## config.mk

```make
export PLATFORM = sky130hd
export DESIGN_NAME = dbis_input_stage
export DESIGN_NICKNAME = d
export VERILOG_FILES = /design/src/rtl/dbis_pkg.sv /design/src/rtl/dbis_bank_pair.sv /design/src/rtl/dbis_copy_seq.sv /design/src/rtl/dbis_cmd_ctrl.sv /design/src/rtl/dbis_input_stage.sv
export SDC_FILE = /design/constraint.sdc
export NUM_CORES = 1
export LEC_CHECK = 0
export ABC_CLOCK_PERIOD_IN_PS = 3700
export CORE_UTILIZATION = 43
export DETAILED_ROUTE_END_ITERATION = 16
export GPL_ROUTABILITY_DRIVEN = 0
export RECOVER_POWER = 100
export SETUP_SLACK_MARGIN = 0.3
export SLEW_MARGIN = 20
export SYNTH_ARGS = -nofsm -noshare
export SYNTH_HDL_FRONTEND = slang
export SYNTH_SLANG_ARGS = --single-unit
```

## constraint.sdc

```tcl
create_clock -name clk -period 3.7 [get_ports clk]
set_input_delay 0.74 -clock clk [delete_from_list [all_inputs] [get_ports clk]]
set_output_delay 0.74 -clock clk [all_outputs]
set_load 0.005 [all_outputs]
```

## src/rtl/dbis_pkg.sv

```systemverilog
package dbis_pkg;

  localparam int unsigned NUM_W = 7;

  typedef enum logic [1:0] {
    ACC_NONE = 2'd0,
    ACC_DATA = 2'd1,
    ACC_CMD  = 2'd2,
    ACC_ERR  = 2'd3
  } acc_e;

  // RAM word address of a word inside a target buffer
  function automatic int unsigned slot_addr(input logic [NUM_W-1:0] num,
                                            input int unsigned words,
                                            input int unsigned idx);
    return int'(num) * words + idx;
  endfunction

  // Status register image
  function automatic logic [31:0] pack_status(input logic busy_s,
                                              input logic [NUM_W-1:0] num_s,
                                              input logic busy_h,
                                              input logic [NUM_W-1:0] num_h);
    return {busy_s, 8'h00, num_s, busy_h, 8'h00, num_h};
  endfunction

endpackage

```

## src/rtl/dbis_bank_pair.sv

```systemverilog
module dbis_bank_pair #(
  parameter int unsigned WORDS = 8,
  parameter int unsigned DW    = 32,
  localparam int unsigned IW   = $clog2(WORDS)
) (
  input  logic          clk,
  input  logic          rst_n,
  input  logic          host_sel,
  input  logic          wr_en,
  input  logic [IW-1:0] wr_idx,
  input  logic [DW-1:0] wr_data,
  input  logic [IW-1:0] host_idx,
  output logic [DW-1:0] host_word,
  input  logic [IW-1:0] eng_idx,
  output logic [DW-1:0] eng_word
);

  logic [DW-1:0] mem [2][WORDS];

  for (genvar b = 0; b < 2; b++) begin : g_bank
    always_ff @(posedge clk or negedge rst_n) begin
      if (!rst_n) begin
        for (int w = 0; w < int'(WORDS); w++) mem[b][w] <= '0;
      end else if (wr_en && (host_sel == 1'(b))) begin
        mem[b][wr_idx] <= wr_data;
      end
    end
  end

  assign host_word = mem[host_sel][host_idx];
  assign eng_word  = mem[~host_sel][eng_idx];

endmodule

```

## src/rtl/dbis_copy_seq.sv

```systemverilog
module dbis_copy_seq #(
  parameter int unsigned WORDS = 8,
  localparam int unsigned IW   = $clog2(WORDS)
) (
  input  logic          clk,
  input  logic          rst_n,
  input  logic          active,
  output logic [IW-1:0] idx,
  output logic          last
);

  localparam logic [IW-1:0] LAST_IDX = IW'(WORDS - 1);

  assign last = active && (idx == LAST_IDX);

  always_ff @(posedge clk or negedge rst_n) begin
    if (!rst_n)               idx <= '0;
    else if (!active || last) idx <= '0;
    else                      idx <= idx + IW'(1);
  end

endmodule

```

## src/rtl/dbis_cmd_ctrl.sv

```systemverilog
module dbis_cmd_ctrl
  import dbis_pkg::*;
(
  input  logic             clk,
  input  logic             rst_n,
  input  logic             cmd_wr,
  input  logic [NUM_W-1:0] cmd_val,
  input  logic             data_wr,
  input  logic             err_clr,
  input  logic             copy_last,
  output logic             data_wr_ok,
  output logic             host_sel,
  output logic             busy_s,
  output logic             busy_h,
  output logic [NUM_W-1:0] num_s,
  output logic [NUM_W-1:0] num_h,
  output logic             err,
  output logic             ev_accept,
  output logic             ev_queue,
  output logic             ev_done,
  output logic             ev_reject,
  output logic             ev_swap
);

  logic saturated;
  logic pend_now;

  assign saturated  = busy_s && busy_h;
  assign ev_reject  = (cmd_wr || data_wr) && saturated;
  assign ev_accept  = cmd_wr && !busy_s;
  assign ev_queue   = cmd_wr && busy_s && !busy_h;
  assign ev_done    = busy_s && copy_last;
  assign pend_now   = busy_h || ev_queue;
  assign ev_swap    = ev_accept || (ev_done && pend_now);
  assign data_wr_ok = data_wr && !saturated;

  always_ff @(posedge clk or negedge rst_n) begin
    if (!rst_n) begin
      host_sel <= 1'b0;
      busy_s   <= 1'b0;
      busy_h   <= 1'b0;
      num_s    <= '0;
      num_h    <= '0;
    end else if (ev_accept) begin
      host_sel <= ~host_sel;
      busy_s   <= 1'b1;
      num_s    <= cmd_val;
      num_h    <= num_s;
    end else if (ev_done) begin
      if (pend_now) begin
        host_sel <= ~host_sel;
        busy_h   <= 1'b0;
        num_s    <= busy_h ? num_h : cmd_val;
        num_h    <= num_s;
      end else begin
        busy_s   <= 1'b0;
      end
    end else if (ev_queue) begin
      busy_h <= 1'b1;
      num_h  <= cmd_val;
    end
  end

  always_ff @(posedge clk or negedge rst_n) begin
    if (!rst_n)         err <= 1'b0;
    else if (ev_reject) err <= 1'b1;
    else if (err_clr)   err <= 1'b0;
  end

endmodule

```

## src/rtl/dbis_input_stage.sv

```systemverilog
module dbis_input_stage
  import dbis_pkg::*;
#(
  parameter int unsigned WORDS = 8,
  parameter int unsigned DW    = 32,
  localparam int unsigned IW   = $clog2(WORDS),
  localparam int unsigned HAW  = IW + 1,
  localparam int unsigned AW   = NUM_W + IW
) (
  input  logic           clk,
  input  logic           rst_n,
  input  logic           host_we,
  input  logic [HAW-1:0] host_addr,
  input  logic [DW-1:0]  host_wdata,
  output logic [DW-1:0]  host_rdata,
  output logic           ram_we,
  output logic [AW-1:0]  ram_addr,
  output logic [DW-1:0]  ram_wdata
);

  localparam logic [HAW-1:0] CMD_ADDR = HAW'(WORDS);
  localparam logic [HAW-1:0] ERR_ADDR = HAW'(WORDS + 1);

  acc_e             acc;
  logic             cmd_wr, data_wr, err_clr, data_wr_ok;
  logic [NUM_W-1:0] cmd_val;
  logic             host_sel, busy_s, busy_h, err;
  logic [NUM_W-1:0] num_s, num_h;
  logic             ev_accept, ev_queue, ev_done, ev_reject, ev_swap;
  logic [IW-1:0]    idx;
  logic             copy_last;
  logic [DW-1:0]    host_word, eng_word;

  always_comb begin
    if (host_addr < CMD_ADDR)       acc = ACC_DATA;
    else if (host_addr == CMD_ADDR) acc = ACC_CMD;
    else if (host_addr == ERR_ADDR) acc = ACC_ERR;
    else                            acc = ACC_NONE;
  end

  assign cmd_wr  = host_we && (acc == ACC_CMD);
  assign data_wr = host_we && (acc == ACC_DATA);
  assign err_clr = host_we && (acc == ACC_ERR) && host_wdata[0];
  assign cmd_val = host_wdata[NUM_W-1:0];

  dbis_cmd_ctrl u_ctrl (
    .clk       (clk),
    .rst_n     (rst_n),
    .cmd_wr    (cmd_wr),
    .cmd_val   (cmd_val),
    .data_wr   (data_wr),
    .err_clr   (err_clr),
    .copy_last (copy_last),
    .data_wr_ok(data_wr_ok),
    .host_sel  (host_sel),
    .busy_s    (busy_s),
    .busy_h    (busy_h),
    .num_s     (num_s),
    .num_h     (num_h),
    .err       (err),
    .ev_accept (ev_accept),
    .ev_queue  (ev_queue),
    .ev_done   (ev_done),
    .ev_reject (ev_reject),
    .ev_swap   (ev_swap)
  );

  dbis_copy_seq #(.WORDS(WORDS)) u_seq (
    .clk   (clk),
    .rst_n (rst_n),
    .active(busy_s),
    .idx   (idx),
    .last  (copy_last)
  );

  dbis_bank_pair #(.WORDS(WORDS), .DW(DW)) u_banks (
    .clk      (clk),
    .rst_n    (rst_n),
    .host_sel (host_sel),
    .wr_en    (data_wr_ok),
    .wr_idx   (host_addr[IW-1:0]),
    .wr_data  (host_wdata),
    .host_idx (host_addr[IW-1:0]),
    .host_word(host_word),
    .eng_idx  (idx),
    .eng_word (eng_word)
  );

  always_comb begin
    unique case (acc)
      ACC_DATA: host_rdata = host_word;
      ACC_CMD:  host_rdata = DW'(pack_status(busy_s, num_s, busy_h, num_h));
      ACC_ERR:  host_rdata = DW'(err);
      default:  host_rdata = '0;
    endcase
  end

  assign ram_we    = busy_s;
  assign ram_addr  = AW'(slot_addr(num_s, WORDS, int'(idx)));
  assign ram_wdata = eng_word;

endmodule

```

==> results of run 1 <==
==> worst max-delay path by stage <==
stage,cells past startpoint,slack [ps],startpoint,endpoint
floorplan,8,550,host_addr[0],host_rdata[11]
global placement,9,-470,host_addr[0],host_rdata[22]
detailed placement,9,-470,host_addr[0],host_rdata[22]
CTS,9,30,u_ctrl.host_sel,host_rdata[16]
global route,11,-30,u_ctrl.host_sel,host_rdata[18]
finish,11,30,u_ctrl.host_sel,host_rdata[18]
==> logic make-up after synthesis <==
family	after synthesis	share of synthesized area [%]
multiplexers	871	43.7
buffers and inverters	179	3.33
XOR/XNOR	1	0.0309
flip-flops	533	47.1
AO/OA/AOI/OAI	123	3.27
AND/OR/NAND/NOR	124	2.53
adder cells (fa/ha/maj)	2	0.0883
==> cell usage in the layout (no fill, tap or decap), types with 9 or more instances in the layout <==
| cell type | Yosys | layout |
|---|---|---|
| dfrtp_1 | 533 | 530 |
| mux2_2 | 540 | 524 |
| mux4_2 | 235 | 235 |
| buf_4 | 34 | 126 |
| buf_6 | 8 | 70 |
| mux2i_1 | 68 | 62 |
| clkbuf_16 | 0 | 62 |
| buf_12 | 0 | 55 |
| clkdlybuf4s50_1 | 0 | 41 |
| buf_2 | 66 | 35 |
| buf_16 | 0 | 33 |
| mux2_1 | 28 | 28 |
| nor2b_1 | 29 | 19 |
| o22ai_1 | 30 | 18 |
| nand2_1 | 24 | 17 |
| a21oi_1 | 17 | 17 |
| clkbuf_1 | 58 | 17 |
| mux2_4 | 0 | 16 |
| nor2_1 | 16 | 15 |
| clkbuf_8 | 0 | 15 |
| buf_8 | 0 | 15 |
| clkinv_2 | 0 | 12 |
| a211oi_1 | 22 | 11 |
| a22o_1 | 11 | 11 |
| a211oi_2 | 0 | 9 |
| clkbuf_2 | 0 | 9 |
==> worst register-to-register path, cell delays in order (launching register included) <==
cell	delay, ps
dfrtp_4	510
buf_12	140
buf_12	130
buf_6	120
buf_8	140
or4b_1	650
buf_4	260
nor3_4	190
buf_4	360
mux2_2	390
==> what timing repair did <==
action                                  CTS  global route
gates cloned                             27             3
pin swaps                                43            35
buffers inserted                         81            39
gates resized for setup                 410           112
endpoints found under the setup margin   64            61
hold buffers                              0             0
==> area by class of cell <==
type	instances	share of cell area, %
clock buffers	85	4.80
flip-flops and latches	533	37.2
repair buffers	400	13.4
multi-input cells	1121	41.1
inverters	2	0.0209
clock inverters	19	0.568
well taps	855	2.98
==> per-stage QoR <==
stage	hold slack, ps	TNS, ps	utilization [%]	worst slack (ps)	power, W
final	495	0	55.4	26.8	0.0308
after global routing	529	-101	55.4	-34.0	0.0322
after CTS	172	0	54.3	28.4	0.0298
after detailed placement	486	-745	48.1	-470	0.0213
after global placement	473	-731	48.1	-470	0.0210
after floorplan	444	0	-	554	0.0174
==> routing by layer <==
| layer | wire, µm | share of wire, % | vias up | global-route usage, % |
|---|---|---|---|---|
| met5 | 40 | 0.044 | - | 0 |
| li1 | - | - | 7742 | - |
| met2 | 42500 | 47 | 688 | 42.2 |
| met1 | 39000 | 43 | 10324 | 38.3 |
| met4 | 2640 | 2.9 | 6 | 8.68 |
| met3 | 6610 | 7.3 | 174 | 6.71 |
==> state kept, by name, summed over array words and instances (netlist names) <==
register / cells
u_ctrl.busy_h: 1
u_ctrl.num_h: 7
u_ctrl.num_s: 7
u_seq.idx: 3
u_ctrl.host_sel: 1
u_banks.mem: 512
u_ctrl.busy_s: 1
u_ctrl.err: 1
==> where the power goes <==
part / total, W / internal [W] / switching [W]
registers: 0.0101 / 0.00820 / 0.00194
clock network: 0.00592 / 0.00348 / 0.00244
logic: 0.0147 / 0.00940 / 0.00533
==> out/results.txt, run 1 <==
Status: finished with violations
Failing checks: max-capacitance violations, max-slew violations
Final setup viols: 0
Layout cell share with drive strength beyond 1: 61.4%
VDD IR-drop max: 0.383 mV
Clock buffer count from CTS: 58
Number of antenna violations at the first check in global routing: 4
Die area: 0.0669 mm²
Register bit total from synthesis: 533
Startpoint Class: flop
Hold Startpoint: u_ctrl.err
Fin crit period: 3670 ps
FP Rows: 93
IO Count: 114
Leak Pwr: 15.7 nW
H-Tree Depth: 2
Skew final: 12.8 ps
Vias in the first global route: 19.9k
Element type at the critical path end: output port
Clk sinks: 533
Layout area overhead: 26.7%
Worst-skew pair later-pin latency: 630 ps
Hold Path Class: reg -> reg
Worst reg2reg endpoint: u_banks.mem[299]
Critical Path Most Common Cell: buf_6
First-pass GRT wire length: 134 mm
IO Port Bufs: 113
Crit path DAT: 2930 ps
Worst path max stage delay: 510 ps
Fin nets: 2157
Count leader, synth: mux2_2
Residual DRC count: 0
Initial DRC count: 1639
Clk root buf: clkbuf_16
Die W: 259 µm
Net Count, Synth: 1874
Clock Path Buffers: 3
TritonCTS clock tree: yes
Total core area: 0.0648 mm²
Cell Area, Synth: 0.0283 mm²
Sequential share of the synthesized area: 47.1%
Post-synth ARST share: 100%
R2r startpoint: u_ctrl.host_sel
Avg Inst Size Synth: 15.5 µm²
Fillers: 5094
Cell Area, Placed: 0.0312 mm²
CTS clk-pin slew, worst paths: 60 ps
Antenna Cells: 0
Pin count of the biggest net entering global routing: 86
Via Count: 18.9k
Dpl cells: 2761
Tot GR Track Use: 27.4%
Reg2reg path depth: 9
Period utilization: 99.3%
Antenna Nets Post-Route: 0
Worst-margin pin slew: 2560 ps
Die Y: 259 µm
Non-Filler Instances: 3015
Critical path class: reg -> out
Synth top cells by count: mux2_2, dfrtp_1, mux4_2
Worst Path Max Fanout: 7
Reg-to-reg slack, setup: 690 ps
First-pass DRT Iterations: 5
Area occupied by multi-input gates: 0.0147 mm²
Number of synthesized flops with an enable pin: 0
Most used flip-flop cell after synthesis: dfrtp_1
Critical Path, Cell by Cell: buf_12 > buf_16 > buf_6 > buf_8 > buf_6 > mux2i_1 > a22oi_1 > o21ai_2 > o41ai_4 > buf_4 > buf_6
Fin. Hold Viols: 0
Routed WL: 90.8 mm
Post-detail-place hpwl: 52.8 mm
Slew Limit Fails: 92
Yosys top cell area share: 47.1%
Storage cell area: 0.0133 mm²
Unrepaired setup endpoints after global routing: yes
Via density: 6.28
WP data required: 2960 ps
Power per cell area: 858 mW/mm²
Synth area leader: dfrtp_1
Drt wl/cell: 30.1 µm
Worst Hold Depth: 1
Synth area leaders: dfrtp_1, mux2_2, mux4_2, mux2i_1, buf_2
Max-cap viol count: 2
Critical Path Slowest Stage Cell: dfrtp_4
Final instance area: 0.0359 mm²
Ys Warns: 0
Fmax: 0.272 GHz
Netlist cell types: 51
Buf+Inv Stages, Crit Path: 7
Initial Utilization: 43.7%
Slew margin rel.: -70.6%
Post-synthesis cell count: 1833
CP top delay family: buffers and inverters
GRT overflow: 0
Endpoint, Worst Hold: u_ctrl.err
No activity file was read; power rests on OpenSTA's default activity.
==> inputs of run 2 (changes only) <==
PLACE_DENSITY_LB_ADDON = 0.3   (was unset)
==> out/results.txt, run 2 (same netlist as run 1, synthesis figures left out) <==
Startpoint Class: flop
Number of antenna violations at the first check in global routing: 2 (-2)
Clock buffer count from CTS: 58 (unchanged)
Die Y: 259 µm (unchanged)
Antenna Nets Post-Route: 0 (unchanged)
Residual DRC count: 0 (unchanged)
Worst path max stage delay: 520 ps (about the same)
Biggest register: u_banks.mem
H-Tree Depth: 2 (unchanged)
FP Rows: 93 (unchanged)
Vias in the first global route: 19.6k (-1.6%)
Initial Utilization: 43.7% (unchanged)
GRT overflow: 0 (unchanged)
Non-Filler Instances: 3001 (-0.46%)
Hold buffer count at CTS: 0 (unchanged)
Power per cell area: 854 mW/mm² (-0.45%)
Element type at the critical path end: output port
First-pass DRT Iterations: 7 (+2)
Critical Path Slowest Stage Cell: dfrtp_4
Most frequent cells in the layout: mux2_2, dfrtp_1, mux4_2, buf_4, mux2i_1
Status: finished with violations
Buf+Inv Stages, Crit Path: 6 (-1)
Initial DRC count: 1861 (+14%)
Layout cell share with drive strength beyond 1: 57.0% (-4.3 points)
Slew margin rel.: -73.9% (-3.3 points)
TritonCTS clock tree: yes
Dpl cells: 2773 (+0.43%)
Skew final: 20.5 ps (+7.71 ps)
Hold Path Class: reg -> reg
Regs by FF count: u_banks.mem x512, u_ctrl.num_h x7, u_ctrl.num_s x7
Fin. Hold Viols: 0 (unchanged)
Layout area overhead: 22.7%
CP top delay family: buffers and inverters
Clock Path Buffers: 3 (unchanged)
Routed WL: 88.9 mm (-2.1%)
Final setup viols: 0 (unchanged)
Worst-skew pair later-pin latency: 640 ps (about the same)
WP data required: 2960 ps (about the same)
Failing checks: max-capacitance violations, max-slew violations
Final Power: 0.0297 W (-3.6%)
IO Port Bufs: 113 (unchanged)
Via Count: 19.1k (+0.68%)
Pre-CTS WS: -20.7 ps (+449 ps)
Fin crit period: 3660 ps (-14.0 ps)
Worst Setup Slack, final: 40.7 ps (+14.0 ps)
Clk root buf: clkbuf_16
CTS clk-pin slew, worst paths: 60 ps (about the same)
Commonest non-fill, non-tap cell in the layout: mux2_2
Max reg flops: 512 (unchanged)
Post-detail-place hpwl: 53.6 mm (+1.6%)
Period utilization: 98.9% (-0.38 points)
Critical Path Most Common Cell: buf_16
Fillers: 5191 (+1.9%)
Fmax: 0.273 GHz (+0.38%)
Via density: 6.35 (+1.2%)
Crit path DAT: 2920 ps (about the same)
Die W: 259 µm (unchanged)
Slew Limit Fails: 122 (+33%)
Pin count of the biggest net entering global routing: 86 (unchanged)
Clk sinks: 533 (unchanged)
Worst Path Max Fanout: 7 (unchanged)
Tot GR Track Use: 26.8% (-0.69 points)
Drt wl/cell: 29.6 µm (-1.6%)
IO Count: 114 (unchanged)
Fin nets: 2141 (-0.74%)
Critical Path, Cell by Cell: buf_12 > buf_16 > buf_8 > buf_16 > mux4_2 > nor2b_4 > a211oi_1 > o41ai_2 > buf_4 > buf_6
First-pass GRT wire length: 132 mm (-1.6%)
Die area: 0.0669 mm² (unchanged)
Worst-margin pin slew: 2610 ps (+49.2 ps)
Leak Pwr: 15.2 nW (-3.0%)
Total core area: 0.0648 mm² (unchanged)
Max-cap viol count: 4 (+2)
Unrepaired setup endpoints after global routing: yes
Critical path class: reg -> out
VDD IR-drop max: 0.448 mV (+17%)
-- run 2: repair_timing --
item	CTS	global route
gates cloned	24	3
pin swaps	38	31
setup buffers	65	30
resized for setup	317	95
endpoints found under the setup margin	64	59
-- run 2: area by class of cell --
type	count	area, µm²	share of cell area [%]
Antenna cell	2	5.00	0.0144
Clock buffer	87	1740	5.01
Clock inverter	17	215	0.619
Inverter	2	7.51	0.0216
Multi-Input combinational cell	1121	14400	41.3
Sequential cell	533	13400	38.4
Tap cell	855	1070	3.08
Timing Repair Buffer	384	4020	11.6
-- run 2: stage by stage --
step           utilization, %  cell area (µm²)  TNS, ps  hold slack [ps]
6_report                 53.6            34800        0              494
5_1_grt                  53.6            34800        0              521
4_1_cts                  53.7            34800        0              179
3_5_place_dp             48.1            31200    -47.2              481
3_3_place_gp             48.1            31200    -61.8              474
2_1_floorplan               -            28300        0              444
-- run 2: power breakdown --
part           switching, W  internal [W]
clock               0.00246       0.00351
combinational       0.00504       0.00851
sequential          0.00196       0.00820
total               0.00946        0.0202
-- run 2: worst register-to-register path, delay by kind of cell (launching register included) --
kind,cells,cell delay [ps]
buffers and inverters,5,1470
flip-flops,1,460
multiplexers,1,590
AND/OR/NAND/NOR,2,1010
-- run 2: metal layers --
layer / global-route usage (%) / vias to the layer above / share of wire [%]
met5: 0 / - / 0
met4: 9.01 / 0 / 3.1
li1: - / 7701 / -
met2: 40.6 / 914 / 46
met1: 39.0 / 10261 / 43
met3: 4.58 / 187 / 8.1
-- run 2: final timing paths --
kind	endpoint	depth (start not counted)	slack, ps	start
setup / recovery	host_rdata[31]	10	40	u_ctrl.host_sel
hold / removal	u_ctrl.err	1	490	u_ctrl.err
setup reg to reg	u_banks.mem[181]	8	40	u_ctrl.host_sel
hold reg to reg	u_ctrl.err	1	490	u_ctrl.err
max in group asynchronous	u_banks.mem[452]	2	520	rst_n
min in group asynchronous	u_banks.mem[464]	1	890	rst_n
